### config.mk
export PLATFORM = sky130hd
export DESIGN_NAME = timebase_counters
export DESIGN_NICKNAME = d
export VERILOG_FILES = /design/src/rtl/timebase_pkg.sv /design/src/rtl/timebase_tick_div.sv /design/src/rtl/timebase_up_counter.sv /design/src/rtl/timebase_prescaler.sv /design/src/rtl/timebase_counters.sv
export SDC_FILE = /design/constraint.sdc
export NUM_CORES = 1
export LEC_CHECK = 0
export BUFFER_PORTS_ARGS = -buffer_cell sky130_fd_sc_hd__clkbuf_2
export CAP_MARGIN = 5
export CORE_MARGIN = 2
export CORE_UTILIZATION = 62
export DETAILED_ROUTE_END_ITERATION = 8
export PLACE_DENSITY = 0.81
export SYNTH_ARGS = -nofsm -noshare
export SYNTH_HDL_FRONTEND = slang
export SYNTH_SLANG_ARGS = --single-unit
### constraint.sdc
create_clock -name clk -period 2.9 [get_ports clk]
set_input_delay 0.435 -clock clk [delete_from_list [all_inputs] [get_ports clk]]
set_output_delay 0.435 -clock clk [all_outputs]
set_load 0.05 [all_outputs]
### src/rtl/timebase_pkg.sv
package timebase_pkg;
  localparam int unsigned DATA_W = 32;
  localparam logic [7:0] OFS_SEC   = 8'h10;
  localparam logic [7:0] OFS_CSEC  = 8'h14;
  localparam logic [7:0] OFS_CYC   = 8'h18;
  localparam logic [7:0] OFS_RLD   = 8'h20;
  localparam logic [7:0] OFS_PSC   = 8'h24;
  localparam int unsigned N_UPCNT  = 3;
  typedef enum logic [1:0] {UC_SEC = 2'd0, UC_CSEC = 2'd1, UC_CYC = 2'd2} upcnt_e;
endpackage

### src/rtl/timebase_tick_div.sv
module timebase_tick_div #(
  parameter int unsigned PERIOD = 100
) (
  input  logic clk,
  input  logic rst_n,
  output logic tick
);
  localparam int unsigned CW = (PERIOD > 1) ? $clog2(PERIOD) : 1;

  generate
    if (PERIOD <= 1) begin : g_every
      assign tick = 1'b1;
    end else begin : g_div
      logic [CW-1:0] cnt;
      localparam logic [CW-1:0] LAST = CW'(PERIOD - 1);
      assign tick = (cnt == LAST);
      always_ff @(posedge clk or negedge rst_n) begin
        if (!rst_n) cnt <= '0;
        else if (tick) cnt <= '0;
        else cnt <= cnt + CW'(1);
      end

      p_single_tick_r7: assert property (@(posedge clk) disable iff (!rst_n)
        tick |=> !tick);
      p_div_advance_r7: assert property (@(posedge clk) disable iff (!rst_n)
        !tick |=> cnt == $past(cnt) + CW'(1));
    end
  endgenerate
endmodule

### src/rtl/timebase_up_counter.sv
module timebase_up_counter #(
  parameter int unsigned W = 32
) (
  input  logic         clk,
  input  logic         rst_n,
  input  logic         wr_en,
  input  logic [W-1:0] wr_data,
  input  logic         inc,
  output logic [W-1:0] q
);
  always_ff @(posedge clk or negedge rst_n) begin
    if (!rst_n) q <= '0;
    else if (wr_en) q <= wr_data;
    else if (inc) q <= q + W'(1);
  end

  p_write_wins_r6: assert property (@(posedge clk) disable iff (!rst_n)
    wr_en |=> q == $past(wr_data));
  p_step_wraps_r9: assert property (@(posedge clk) disable iff (!rst_n)
    (!wr_en && inc) |=> q == $past(q) + W'(1));
  p_hold_r3: assert property (@(posedge clk) disable iff (!rst_n)
    (!wr_en && !inc) |=> $stable(q));
endmodule

### src/rtl/timebase_prescaler.sv
module timebase_prescaler #(
  parameter int unsigned W = 32
) (
  input  logic         clk,
  input  logic         rst_n,
  input  logic         rld_wr,
  input  logic         cnt_wr,
  input  logic [W-1:0] wr_data,
  output logic [W-1:0] reload,
  output logic [W-1:0] count,
  output logic         at_zero
);
  assign at_zero = (count == '0);

  always_ff @(posedge clk or negedge rst_n) begin
    if (!rst_n) reload <= '0;
    else if (rld_wr) reload <= wr_data;
  end

  always_ff @(posedge clk or negedge rst_n) begin
    if (!rst_n) count <= '0;
    else if (cnt_wr) count <= wr_data;
    else if (at_zero) count <= reload;
    else count <= count - W'(1);
  end

  p_down_step_r2: assert property (@(posedge clk) disable iff (!rst_n)
    (!cnt_wr && count != '0) |=> count == $past(count) - W'(1));
  p_reload_r4: assert property (@(posedge clk) disable iff (!rst_n)
    (!cnt_wr && count == '0) |=> count == $past(reload));
  p_count_write_r6: assert property (@(posedge clk) disable iff (!rst_n)
    cnt_wr |=> count == $past(wr_data));
endmodule

### src/rtl/timebase_counters.sv
module timebase_counters
  import timebase_pkg::*;
#(
  parameter int unsigned CLK_FREQ_HZ = 50_000_000,
  parameter int unsigned ADDR_W      = 8
) (
  input  logic              clk,
  input  logic              rst_n,
  input  logic              bus_sel,
  input  logic              bus_write,
  input  logic [ADDR_W-1:0] bus_addr,
  input  logic [31:0]       bus_wdata,
  output logic [31:0]       bus_rdata
);
  localparam int unsigned SEC_PERIOD  = CLK_FREQ_HZ;
  localparam int unsigned CSEC_PERIOD = (CLK_FREQ_HZ / 100 > 0) ? CLK_FREQ_HZ / 100 : 1;

  logic wr;
  logic [DATA_W-1:0] cnt_q [N_UPCNT];
  logic [N_UPCNT-1:0] cnt_wr, cnt_inc;
  logic tick_sec, tick_csec;
  logic rld_wr, psc_wr, psc_zero;
  logic [DATA_W-1:0] rld_q, psc_q;

  assign wr = bus_sel && bus_write;

  function automatic logic hit(input logic [ADDR_W-1:0] a, input logic [7:0] ofs);
    return a == ADDR_W'(ofs);
  endfunction

  assign cnt_wr[UC_SEC]  = wr && hit(bus_addr, OFS_SEC);
  assign cnt_wr[UC_CSEC] = wr && hit(bus_addr, OFS_CSEC);
  assign cnt_wr[UC_CYC]  = wr && hit(bus_addr, OFS_CYC);
  assign rld_wr          = wr && hit(bus_addr, OFS_RLD);
  assign psc_wr          = wr && hit(bus_addr, OFS_PSC);

  assign cnt_inc[UC_SEC]  = tick_sec;
  assign cnt_inc[UC_CSEC] = tick_csec;
  assign cnt_inc[UC_CYC]  = psc_zero;

  timebase_tick_div #(.PERIOD(SEC_PERIOD)) u_div_sec (
    .clk(clk), .rst_n(rst_n), .tick(tick_sec));
  timebase_tick_div #(.PERIOD(CSEC_PERIOD)) u_div_csec (
    .clk(clk), .rst_n(rst_n), .tick(tick_csec));

  timebase_prescaler #(.W(DATA_W)) u_psc (
    .clk(clk), .rst_n(rst_n), .rld_wr(rld_wr), .cnt_wr(psc_wr),
    .wr_data(bus_wdata), .reload(rld_q), .count(psc_q), .at_zero(psc_zero));

  generate
    for (genvar i = 0; i < N_UPCNT; i++) begin : g_cnt
      timebase_up_counter #(.W(DATA_W)) u_cnt (
        .clk(clk), .rst_n(rst_n), .wr_en(cnt_wr[i]), .wr_data(bus_wdata),
        .inc(cnt_inc[i]), .q(cnt_q[i]));
    end
  endgenerate

  always_comb begin
    bus_rdata = '0;
    if (bus_sel && !bus_write) begin
      if (hit(bus_addr, OFS_SEC))       bus_rdata = cnt_q[UC_SEC];
      else if (hit(bus_addr, OFS_CSEC)) bus_rdata = cnt_q[UC_CSEC];
      else if (hit(bus_addr, OFS_CYC))  bus_rdata = cnt_q[UC_CYC];
      else if (hit(bus_addr, OFS_RLD))  bus_rdata = rld_q;
      else if (hit(bus_addr, OFS_PSC))  bus_rdata = psc_q;
    end
  end

  p_idle_read_zero_r10: assert property (@(posedge clk) disable iff (!rst_n)
    !bus_sel |-> bus_rdata == '0);
  p_cycle_follows_zero_r3: assert property (@(posedge clk) disable iff (!rst_n)
    (psc_q == '0 && !cnt_wr[UC_CYC]) |=> cnt_q[UC_CYC] == $past(cnt_q[UC_CYC]) + 32'd1);
  p_one_write_r1: assert property (@(posedge clk) disable iff (!rst_n)
    $onehot0({cnt_wr, rld_wr, psc_wr}));
endmodule

==> results.toml <==
[placement]
dp_hpwl_mm = 28.39
io_buffer_count = 75
post_dp_cell_area_um2 = 14180
gp_congestion = 0.9362
dp_cells = 1811

[pwr]
vdd_ir_drop_max_v = 0.0005683
power_density_nw_per_um2 = 484.9
p_leak_nw = 6.005

[synthesis]
yosys_register_bits = 205
ys_warn_count = 0
netlist_area_um2 = 12760
synth_area_leader_cell = "dfrtp_1"
synth_flop_cell = "dfrtp_1"
synth_area_leaders = "dfrtp_1 40%, nor2_1 5.2%, xnor2_1 4.9%, nand3_1 4.9%, o21ai_0 4.1%"
synth_nets = 1564
async_reset_ff_frac = 1.000
synth_edf_count = 0
synth_top_cells_by_count = "205 x dfrtp_1, 176 x nor2_1, 124 x nand3_1"
syn_avg_cell_area_um2 = 8.437
syn_inst = 1513
synth.top_cell.area_share = 0.4019
seq_area_frac_synth = 0.4019
synth_cell_types = 61
synth.most_common_cell = "dfrtp_1"

[final_layout]
fin_nets = 1619
fillers = 1494
diodes = 0
syn_to_final_growth_pct = 17.81
layout-drive-gt1-share = 0.1656
fin_util = 0.7432
design_area_um2 = 15040
instances_no_fill = 1852

[critical_path]
reg2reg_to = "g_cnt[0].u_cnt.q[31]"
r2r_setup_slack_ns = 0.23
startpoint_type = "primary input"
crit_arrival_ns = 2.38
end_kind = "output pin"
cp-endpoint = "bus_rdata[1]"
rr_startpoint = "u_div_sec.g_div.cnt[0]"
worstRegToRegCells = 6
crit_fanout = 67
cp_common_cell = "clkbuf_2"
cp.required_ns = 2.47
crit_chain = "clkbuf_2 > nor4b_2 > bufbuf_16 > nand3_1 > a32oi_1 > a211oi_1 > nor3_4 > clkbuf_2"
critPathSlowestCell = "bufbuf_16"
cp-startpoint = "bus_addr[4]"
setup.worst_path.class = "primary input to output pin"
critPathMaxStageDelay_ns = 0.43

[min_path]
hp-class = "primary input to register"

[global_route]
grt_pass1_vias = 12270
antenna_found_initial = 0
grt_pass1_wl_mm = 66.34
grtUsageMet2 = 0.6007
grt_overflow = 0
track_usage = 0.3799
grt_max_degree = 92
grtUsageMet3 = 0.07253
grt_busiest_layer = "met2"
grt.met1_usage = 0.5376

[die]
core_area_um2 = 20230
die_y_um = 147.5
fp.dieArea_um2 = 21750
ios = 76
fp.dieW_um = 147.5
rows = 52
initial_core_util = 0.6308

[sta]
max_freq_mhz = 355.7
worst_pin_slew_ns = 0.6889
report.final.hold_viol_count = 0
fin_hold_ws_ns = 0.2509
finalSetupViolCount = 0
slew_headroom = 0.5408
drv_slew = 0
skew_ns = 0.01613
final.setup.tns_ns = 0
fin_crit_sh = 0.9696
layout_min_cycle_time_ns = 2.812

[clocking]
htreeDepth = 1
path_clk_slew_ns = 0.06
clockRootBuffer = "clkbuf_16"
clock_path_buffers = 3
cts_buffers = 24
clk_latency_ns = 0.52
cts_tree = "yes"
clock-sinks = 205

[routing]
dr.pass1.iters = 6
wl_mm = 40.93
drt-initial-drc-count = 1690
dr_total_vias = 12960
drcViolationCount = 0
detail-route-antenna-nets = 0
routedWlPerCell_um = 22.10
viasPerCell = 6.998

[run]
max-cap-violations = 0

[status]
outcome = "finished clean"
==> logic make-up (layout without fill, tap and decap cells) <==
kind of cell    after synthesis  in the layout  share of synthesized area
mux                          42             42                    0.03607
xor+xnor                     93             93                    0.06381
simple gates                706            706                     0.2885
flops                       205            205                     0.4019
fa+ha+maj                     7              7                   0.006861
compound gates              328            328                     0.1632
buf+inv                     132            201                    0.03970
==> through the flow <==
step,power [mW],setup WS (ns)
after floorplan,3.722,-0.1593
after global placement,4.118,0.1063
after detailed placement,4.142,0.06140
after CTS,7.263,0.04693
after global routing,7.518,-0.02213
final,7.292,0.08830
==> flip-flops by register name, summed over array words and instances, names as in the netlist <==
name	count
u_div_sec.g_div.cnt	26
u_psc.reload	32
u_div_csec.g_div.cnt	19
u_psc.count	32
g_cnt.u_cnt.q	96
==> critical path, delay by kind of cell <==
family	cells	cell delay (ns)
buffers and inverters	3	0.83
and+or+nand+nor	3	0.63
AOI/OAI and AO/OA	2	0.43
==> area by class of cell <==
type | count | area [um2] | share of cell area
repair buffers | 140 | 1130 | 0.07513
flip-flops and latches | 205 | 5130 | 0.3411
multi-input cells | 1176 | 7556 | 0.5025
clock buffers | 33 | 695.7 | 0.04626
clock inverters | 7 | 110.1 | 0.007322
inverters | 21 | 78.83 | 0.005242
well taps | 270 | 337.8 | 0.02246
==> power breakdown <==
part / switching [mW] / leakage, nW / internal [mW]
registers: 0.175 / 2.31 / 2.97
logic: 0.641 / 3.30 / 0.361
clock network: 1.22 / 0.400 / 1.93
==> how the worst min path moves through the flow <==
stage / cells after the start / slack [ns] / start / to
after floorplan: 0 / 0.14 / rst_n / g_cnt[0].u_cnt.q[0]
after global placement: 1 / 0.43 / rst_n / g_cnt[2].u_cnt.q[11]
after detailed placement: 1 / 0.43 / rst_n / g_cnt[2].u_cnt.q[9]
after CTS: 3 / 0.23 / bus_wdata[16] / g_cnt[2].u_cnt.q[16]
after global routing: 3 / 0.26 / bus_wdata[22] / u_psc.count[22]
final: 3 / 0.25 / bus_wdata[5] / g_cnt[2].u_cnt.q[5]
==> per-layer routing <==
metal	up-vias	routed length (um)
li1	5761	-
met1	6194	16310
met2	854	18540
met3	151	4589
met4	0	1495
met5	-	0
==> cells in the final DEF (no fill, tap or decap), types with 32 or more instances in the layout <==
cell type / n
a31oi_1: 56
nor4_1: 45
a21oi_1: 43
clkbuf_2: 67
nand3_1: 122
nand4_1: 51
buf_4: 53
dfrtp_1: 205
o21ai_0: 104
nand2_1: 98
mux2_2: 32
or3_1: 37
xnor2_1: 71
nor3_1: 35
nor2_1: 175
==> what timing repair did <==
| item | CTS | global route |
|---|---|---|
| endpoints found under the hold margin | 49 | 0 |
| buffers inserted | 0 | 0 |
| resized for setup | 0 | 7 |
| hold buffers | 1 | 0 |
| endpoints found under the setup margin | 0 | 11 |
Note: power is estimated with default switching activity, not from simulation.
